## src/rtl/vtest_pkg.sv

```systemverilog
package vtest_pkg;
    typedef enum logic [1:0] {
        ST_IDLE  = 2'd0,
        ST_FLAGS = 2'd1,
        ST_TRAP  = 2'd2
    } vt_state_e;

    localparam logic [3:0] VT_RSVD_OK = 4'b1111;

    typedef struct packed {
        logic zf;
        logic cf;
        logic mixed;
    } vt_flags_t;
endpackage

```

## src/rtl/vtest_lane_reduce.sv

```systemverilog
module vtest_lane_reduce #(
    parameter int LANE_W  = 128,
    parameter int CHUNK_W = 32
) (
    input  logic [LANE_W-1:0] a,
    input  logic [LANE_W-1:0] b,
    output logic              and_any,
    output logic              andn_any
);
    localparam int CHUNKS = LANE_W / CHUNK_W;

    logic [CHUNKS-1:0] and_part;
    logic [CHUNKS-1:0] andn_part;

    // Two-level OR tree: per-chunk reduction, then across chunks.
    for (genvar c = 0; c < CHUNKS; c++) begin : g_chunk
        logic [CHUNK_W-1:0] a_c;
        logic [CHUNK_W-1:0] b_c;
        assign a_c = a[c*CHUNK_W +: CHUNK_W];
        assign b_c = b[c*CHUNK_W +: CHUNK_W];
        assign and_part[c]  = |(a_c & b_c);
        assign andn_part[c] = |(b_c & ~a_c);
    end

    assign and_any  = |and_part;
    assign andn_any = |andn_part;
endmodule

```

## src/rtl/vtest_reduce.sv

```systemverilog
module vtest_reduce #(
    parameter int DATA_W   = 256,
    parameter int NARROW_W = 128,
    parameter int CHUNK_W  = 32
) (
    input  logic              wide,
    input  logic [DATA_W-1:0] a,
    input  logic [DATA_W-1:0] b,
    output logic              zf_calc,
    output logic              cf_calc
);
    localparam int LANES = DATA_W / NARROW_W;

    logic [LANES-1:0] lane_and;
    logic [LANES-1:0] lane_andn;
    logic [LANES-1:0] lane_en;

    for (genvar l = 0; l < LANES; l++) begin : g_lane
        // Lane 0 is always active; the upper lanes only in the wide form.
        if (l == 0) begin : g_base
            assign lane_en[l] = 1'b1;
        end else begin : g_upper
            assign lane_en[l] = wide;
        end

        vtest_lane_reduce #(
            .LANE_W (NARROW_W),
            .CHUNK_W(CHUNK_W)
        ) u_lane (
            .a       (a[l*NARROW_W +: NARROW_W]),
            .b       (b[l*NARROW_W +: NARROW_W]),
            .and_any (lane_and[l]),
            .andn_any(lane_andn[l])
        );
    end

    assign zf_calc = ~|(lane_and  & lane_en);
    assign cf_calc = ~|(lane_andn & lane_en);
endmodule

```

## src/rtl/vtest_encode_chk.sv

```systemverilog
module vtest_encode_chk (
    input  logic       is_vex,
    input  logic       wide,
    input  logic [3:0] vvvv,
    output logic       trap
);
    import vtest_pkg::*;

    logic rsvd_bad;
    logic legacy_wide;

    assign rsvd_bad    = is_vex && (vvvv != VT_RSVD_OK);
    assign legacy_wide = !is_vex && wide;
    assign trap        = rsvd_bad || legacy_wide;
endmodule

```

## src/rtl/vtest_ctrl.sv

```systemverilog
module vtest_ctrl (
    input  logic clk,
    input  logic rst,
    input  logic in_valid,
    input  logic trap,
    input  logic zf_calc,
    input  logic cf_calc,
    output logic out_valid,
    output logic ud,
    output logic zf_out,
    output logic cf_out,
    output logic mixed_out
);
    import vtest_pkg::*;

    vt_state_e state_q;
    vt_state_e state_d;
    vt_flags_t flags_q;

    always_comb begin
        state_d = ST_IDLE;
        unique case ({in_valid, trap})
            2'b10:   state_d = ST_FLAGS;
            2'b11:   state_d = ST_TRAP;
            default: state_d = ST_IDLE;
        endcase
    end

    always_ff @(posedge clk) begin
        if (rst) state_q <= ST_IDLE;
        else     state_q <= state_d;
    end

    always_ff @(posedge clk) begin
        if (rst) begin
            flags_q <= '0;
        end else if (state_d == ST_FLAGS) begin
            flags_q.zf    <= zf_calc;
            flags_q.cf    <= cf_calc;
            flags_q.mixed <= !zf_calc && !cf_calc;
        end
    end

    always_comb begin
        out_valid = 1'b0;
        ud        = 1'b0;
        unique case (state_q)
            ST_IDLE:  begin out_valid = 1'b0; ud = 1'b0; end
            ST_FLAGS: begin out_valid = 1'b1; ud = 1'b0; end
            ST_TRAP:  begin out_valid = 1'b1; ud = 1'b1; end
            default:  begin out_valid = 1'b0; ud = 1'b0; end
        endcase
        zf_out    = flags_q.zf;
        cf_out    = flags_q.cf;
        mixed_out = flags_q.mixed;
    end

    p_trap_hold_r6: assert property (@(posedge clk) disable iff (rst)
        ud |-> ($stable(zf_out) && $stable(cf_out) && $stable(mixed_out)));
    p_mixed_excl_r9: assert property (@(posedge clk) disable iff (rst)
        mixed_out |-> (!zf_out && !cf_out));
    p_ud_needs_valid_r8: assert property (@(posedge clk) disable iff (rst)
        ud |-> out_valid);
endmodule

```

## src/rtl/vtest_flag_unit.sv

```systemverilog
module vtest_flag_unit #(
    parameter int DATA_W   = 256,
    parameter int NARROW_W = 128,
    parameter int CHUNK_W  = 32
) (
    input  logic              clk,
    input  logic              rst,
    input  logic              in_valid,
    input  logic              is_vex,
    input  logic              wide,
    input  logic [3:0]        vvvv,
    input  logic [DATA_W-1:0] src_a,
    input  logic [DATA_W-1:0] src_b,
    output logic              out_valid,
    output logic              zf_out,
    output logic              cf_out,
    output logic              of_out,
    output logic              af_out,
    output logic              pf_out,
    output logic              sf_out,
    output logic              mixed_out,
    output logic              ud
);
    logic zf_calc;
    logic cf_calc;
    logic trap;

    vtest_reduce #(
        .DATA_W  (DATA_W),
        .NARROW_W(NARROW_W),
        .CHUNK_W (CHUNK_W)
    ) u_reduce (
        .wide   (wide),
        .a      (src_a),
        .b      (src_b),
        .zf_calc(zf_calc),
        .cf_calc(cf_calc)
    );

    vtest_encode_chk u_enc (
        .is_vex(is_vex),
        .wide  (wide),
        .vvvv  (vvvv),
        .trap  (trap)
    );

    vtest_ctrl u_ctrl (
        .clk      (clk),
        .rst      (rst),
        .in_valid (in_valid),
        .trap     (trap),
        .zf_calc  (zf_calc),
        .cf_calc  (cf_calc),
        .out_valid(out_valid),
        .ud       (ud),
        .zf_out   (zf_out),
        .cf_out   (cf_out),
        .mixed_out(mixed_out)
    );

    // The remaining status flags are always cleared by this operation.
    assign of_out = 1'b0;
    assign af_out = 1'b0;
    assign pf_out = 1'b0;
    assign sf_out = 1'b0;

    p_latency_r8: assert property (@(posedge clk) disable iff (rst)
        in_valid |=> out_valid);
    p_idle_r8: assert property (@(posedge clk) disable iff (rst)
        !in_valid |=> !out_valid);
    p_vex_rsvd_r6: assert property (@(posedge clk) disable iff (rst)
        (in_valid && is_vex && (vvvv != 4'b1111)) |=> ud);
    p_legacy_wide_r7: assert property (@(posedge clk) disable iff (rst)
        (in_valid && !is_vex && wide) |=> ud);
    p_good_no_ud_r7: assert property (@(posedge clk) disable iff (rst)
        (in_valid && ((is_vex && vvvv == 4'b1111) || (!is_vex && !wide))) |=> !ud);
    p_reset_r10: assert property (@(posedge clk)
        rst |=> (!out_valid && !ud && !zf_out && !cf_out && !mixed_out));
endmodule

```

## config.mk

```make
export PLATFORM = sky130hd
export DESIGN_NAME = vtest_flag_unit
export DESIGN_NICKNAME = d
export VERILOG_FILES = /design/src/rtl/vtest_pkg.sv /design/src/rtl/vtest_lane_reduce.sv /design/src/rtl/vtest_reduce.sv /design/src/rtl/vtest_encode_chk.sv /design/src/rtl/vtest_ctrl.sv /design/src/rtl/vtest_flag_unit.sv
export SDC_FILE = /design/constraint.sdc
export NUM_CORES = 1
export LEC_CHECK = 0
export ABC_AREA = 1
export ABC_CLOCK_PERIOD_IN_PS = 1500
export CORE_AREA = 4 4 204 206
export DETAILED_ROUTE_END_ITERATION = 7
export DIE_AREA = 0 0 208 210
export HOLD_SLACK_MARGIN = 0.12
export PLACE_DENSITY = 0.46
export SLEW_MARGIN = 25
export SYNTH_ARGS = -nofsm -noshare
export SYNTH_HDL_FRONTEND = slang
export SYNTH_SLANG_ARGS = --single-unit
```

## constraint.sdc

```tcl
create_clock -name clk -period 1.5 [get_ports clk]
set_input_delay 0.3 -clock clk [delete_from_list [all_inputs] [get_ports clk]]
set_output_delay 0.3 -clock clk [all_outputs]
set_load 0.01 [all_outputs]
```

# [Yosys cells after proc, flatten, opt, wreduce, memory -nomap -nowiden]
# Cells that the tools add are included.
[totals] out_inout_bits=9 inputBits=521 memories=0 mem_bits_rw=0 register_bits=5 latchBits=0 elab_cells=53 romBits=0
[classes] eq_ne=6 add_sub_neg=0 n_lt_le_gt_ge=0 n_shift=0 mul=0 div=0 n_reduce_logical=14 muxes=3 bitwise_logic=26
[ops] operator="$and A32 B32 Y32" n=16
[ops] operator="$reduce_or A128 Y1" n=4
[ops] operator="$not A32 Y32" n=8
[ops] operator="$eq A2 B2 Y1 const B" n=3
[ops] operator="$reduce_or A2 Y1" n=3
[ops] operator="$and A2 B2 Y2" n=2
[ops] operator="$eq A2 B1 Y1 const B" n=2
[ops] operator="$ne A4 B4 Y1 const B" n=1
[ops] operator="$pmux W2 S2" n=1
[ops] operator="$logic_and A1 B1 Y1" n=3
[ops] operator="$logic_not A1 Y1" n=3
[ops] operator="$mux W1" n=2
[ops] operator="$logic_or A1 B1 Y1" n=1

# [Longest topological paths before layout]
[logic_depth] depth_word=6 mapped_depth=13 mapped_depth_nobuf=13

# [Hierarchy]
# Synthesis repeated with hierarchy kept, for this count alone.
[unflattened] cells_unflattened=1255 area_unflattened_um2=4908.5
[modules_own_cells] module="vtest_lane_reduce" cells_per_inst=606 instances=2 seq_area_each_um2=0.0 area_per_inst_um2=2314.7
[modules_own_cells] module="vtest_ctrl" cells_per_inst=31 instances=1 seq_area_each_um2=100.1 area_per_inst_um2=212.7
[modules_own_cells] module="vtest_flag_unit" cells_per_inst=5 instances=1 seq_area_each_um2=0.0 area_per_inst_um2=33.8
[modules_own_cells] module="vtest_encode_chk" cells_per_inst=5 instances=1 seq_area_each_um2=0.0 area_per_inst_um2=22.5
[modules_own_cells] module="vtest_reduce" cells_per_inst=2 instances=1 seq_area_each_um2=0.0 area_per_inst_um2=10.0

# [Least setup slack after synthesis]
# Ideal clock, no wire load.
[synth_timing] path_type="input to register" startpoint="in src_b[93]" endpoint="reg u_ctrl.flags_q, in the netlist u_ctrl.mixed_out" setup_slack_ns=0.340 setup_ns=0.116 stages=12 arrival_time_ns=1.044 path_cell_list="nand2_1 nand2_1 nor2_1 nand2_1 nor2_1 nand2_1 nor2_1 nand2_1 nor2_1 nand2_1 nand2_1 a21oi_1"
[synth_via] elab_chain_len=5
[synth_lines] element="start, declared" line_no="vtest_flag_unit.sv:13" source="input logic [DATA_W-1:0] src_b,"
[synth_lines] element="$and A32 B32 Y32, on equally long branches" line_no="vtest_lane_reduce.sv:21, vtest_lane_reduce.sv:22"
[synth_lines] element="$reduce_or A128 Y1, on equally long branches" line_no="vtest_lane_reduce.sv:25, vtest_lane_reduce.sv:26"
[synth_lines] element="$and A2 B2 Y2, on equally long branches" line_no="vtest_reduce.sv:37, vtest_reduce.sv:38"
[synth_lines] element="$reduce_or A2 Y1, on equally long branches" line_no="vtest_reduce.sv:37, vtest_reduce.sv:38"
[synth_lines] element="$logic_and A1 B1 Y1 *" line_no="vtest_ctrl.sv:40" source="flags_q.mixed <= !zf_calc && !cf_calc;"
[synth_lines] element="end, declared" line_no="vtest_ctrl.sv:18" source="vt_flags_t flags_q;"
# Mark *: on every way between the ends. The rest lies on a longest branch, timed or not.
# A chain may end at the register's enable or synchronous reset.

# [Worst setup path in the final report]
[layout_timing] startpoint="in src_a[83]" endpoint="reg u_ctrl.flags_q, in the netlist u_ctrl.mixed_out"
[layout_via] elab_chain_len=6
[layout_lines] element="start, declared" line_no="vtest_flag_unit.sv:12" source="input logic [DATA_W-1:0] src_a,"
[layout_lines] element="$not A32 Y32" line_no="vtest_lane_reduce.sv:22" source="assign andn_part[c] = |(b_c & ~a_c);"
[layout_lines] element="$and A32 B32 Y32" line_no="vtest_lane_reduce.sv:22"
[layout_lines] element="$reduce_or A128 Y1" line_no="vtest_lane_reduce.sv:26" source="assign andn_any = |andn_part;"
[layout_lines] element="$and A2 B2 Y2" line_no="vtest_reduce.sv:38" source="assign cf_calc = ~|(lane_andn & lane_en);"
[layout_lines] element="$reduce_or A2 Y1" line_no="vtest_reduce.sv:38"
[layout_lines] element="$logic_and A1 B1 Y1 *" line_no="vtest_ctrl.sv:40"
# Marked as above.

==> summary.txt <==
STA
  – Final hold vios: 0
  – RSZ-0062 raised after global routing: yes
  – Final Max Slew Viols: 0
  – FMAX: 678.6 MHz
  – Fin crit share: 0.9824
  – Setup ws final: 26.33 ps
  – Fin crit period: 1474 ps
  – # setup viols final: 0
  – Fin Clk Skew: 0 ps
  – Hold Slack: 462.2 ps

Floorplan
  – Die X: 208 um
  – Die area: 0.04368 mm2
  – I/O Pins: 530
  – Num rows: 73
  – Initial Util: 0.1192
  – Placeable Area: 0.03964 mm2
  – Die height: 210 um

Clocking
  – Cts bufs inserted: 3
  – Clk pin slew, worst setup/hold paths: 30 ps
  – Clock Latency Late Sink: 220 ps
  – CTS root buffer: clkbuf_16
  – H-Tree Depth: 1
  – Clock sink count: 5
  – Longest Clk Path Bufs: 2
  – # hold bufs at CTS: 0
  – CTS tree: done

Critical path
  – Critical path, cell by cell: dlygate4sd2_1 > inv_1 > nand2_1 > nand4_1 > nor2_1 > nand2_2 > nor2_4 > nand2_2 > nor2_4 > nand2_4 > nand2_2 > a21oi_1
  – CP Class: input pin to register
  – Worst r2r path cells: 2
  – CP Capture Type: register
  – Slowest library cell on the worst path: dlygate4sd2_1
  – Max FO, Critical Path: 2
  – Number of cells on the critical path: 12
  – Startpoint Class: input pin
  – Crit path buf inv count: 2
  – Largest incremental delay on the critical path: 210 ps
  – Arrival @ worst endpoint: 1590 ps
  – Worst EP required: 1610 ps
  – Crit-path most repeated cell: nand2_2
  – Family with the most delay on the worst path: simple AND/OR/NAND/NOR gates

Drt
  – Number of vias in the routed layout: 8483
  – TritonRoute pass-1 iters: 5
  – Via-per-instance ratio: 3.750
  – Final wirelength: 37.26 mm
  – DR DRC count: 0
  – Drt initial violations: 297
  – Drt wl/cell: 16.47 um
  – Post-route ant nets: 0

Cells and area
  – Net count, final: 2251
  – Area grow syn2layout: 135.5%
  – Layout cell share with drive strength beyond 1: 0.1904
  – Non-Filler Instances: 2262
  – Commonest non-fill, non-tap cell in the layout: nand2_1
  – Most frequent cells in the layout: 539 x nand2_1, 262 x inv_1, 260 x dlygate4sd2_1

Global routing
  – Total grt overflow: 0
  – Initial antenna violation count: 11
  – Tot GR Track Use: 0.1580
  – Largest net degree at the start of global routing: 5
  – Number of global-route vias before repair: 8547
  – First-pass GRT wire length: 51.83 mm

Synthesis
  – Average size of a mapped cell: 4.036 um2
  – Synth warnings: 0
  – Mapped cell area: 0.004726 mm2
  – Sequential element share of the synthesized area: 0.02118
  – Count of different cell masters after synthesis: 18
  – Cell count after synthesis: 1171
  – Yosys reg bits: 5

Run status
  – Outcome: finished, final reports clean

Placement
  – Post-Place Worst Slack: -957.8 ps
  – IO buf count: 525
  – Total placed cells including tap cells: 2252
  – Gpl congestion: 0.9256
  – Hpwl dp: 35.13 mm

Power and ir drop
  – PwrDens: 271.7 mW/mm2
  – Worst vdd ir: 0.3022 mV
  – P_leak: 6.781 nW
  – Pwr Total: 3.023 mW

Flow run
  – MaxCap Viol Count: 0

Hold path
  – Hold path depth: 2
  – Worst Hold Class: register to register
## worst paths after layout
check                endpoint  slack [ps]              from
max          u_ctrl.mixed_out          30         src_a[83]
min          u_ctrl.mixed_out         460  u_ctrl.mixed_out
max reg2reg     u_ctrl.cf_out         880     u_ctrl.cf_out
min reg2reg  u_ctrl.mixed_out         460  u_ctrl.mixed_out
## routing by layer
layer | global-route usage | up-vias | share of wire
met5 | 0 | - | 0.00032
met4 | 0.03398 | 2 | 0.018
met2 | 0.2955 | 290 | 0.51
met1 | 0.1881 | 3628 | 0.41
li1 | - | 4533 | -
met3 | 0.03006 | 30 | 0.059
## logic make-up (layout without fill, tap and decap cells)
kind of cell,count (synthesis),in the layout,synth area share
and+or+nand+nor,850,850,0.7082
buffers and inverters,271,825,0.2184
AOI/OAI and AO/OA,43,43,0.04872
DFF,5,5,0.02118
adders and majority gates,1,1,0.002647
other,1,13,0.0007935
## worst reg2reg max path: cells and delay by family, from the launching register on
family         cells  cell delay, ps
AO/OA/AOI/OAI      2             200
flip-flops         1             310
## cell usage after synthesis (all sizes together)
cell	number	area share
nand2	659	0.52
inv	267	0.21
nor2	126	0.10
nand4	45	0.060
o21ai	33	0.035
nand3	11	0.012
a21oi	9	0.011
nand3b	6	0.0095
dfxtp	5	0.021
buf	4	0.0064
nor3	2	0.0021
a31oi	1	0.0026
and3	1	0.0013
conb	1	0.00079
ha	1	0.0026
## registers in the layout, summed over array words and instances (netlist names)
signal	count
u_ctrl.zf_out	1
u_ctrl.mixed_out	1
u_ctrl.cf_out	1
u_ctrl.state_q	2
## report_power, final
part           leakage, nW  internal [mW]  switching, mW
logic                 6.70           1.25           1.21
registers           0.0408          0.139        0.00217
clock network       0.0382          0.351         0.0766
total                 6.78           1.74           1.29
## stage by stage
stage                     area [um2]  utilization  TNS (ps)
after floorplan                 4737            -         0
after global placement         10860       0.2739     -2643
after detailed placement       10860       0.2739     -2634
after CTS                      10850       0.2737    -212.7
after global routing           11120       0.2806    -65.41
final                          11130       0.2807         0
## layout make-up
class / instances / area (um2)
fill: 4649 / 28510
timing repair buffer: 554 / 4900
multi-input combinational: 898 / 4367
inverter: 267 / 1002
tap: 525 / 656.9
sequential: 5 / 100.1
clock buffer: 4 / 78.83
antenna: 9 / 22.52
## timing repair
| action | 4_1_cts | 5_1_grt |
|---|---|---|
| setup endpoints to repair | 6 | 4 |
| cloned | 0 | 0 |
| pin swaps | 304 | 315 |
| resized for setup | 663 | 420 |
| buffers inserted | 0 | 1 |
Power figures use the tool's default switching activity.
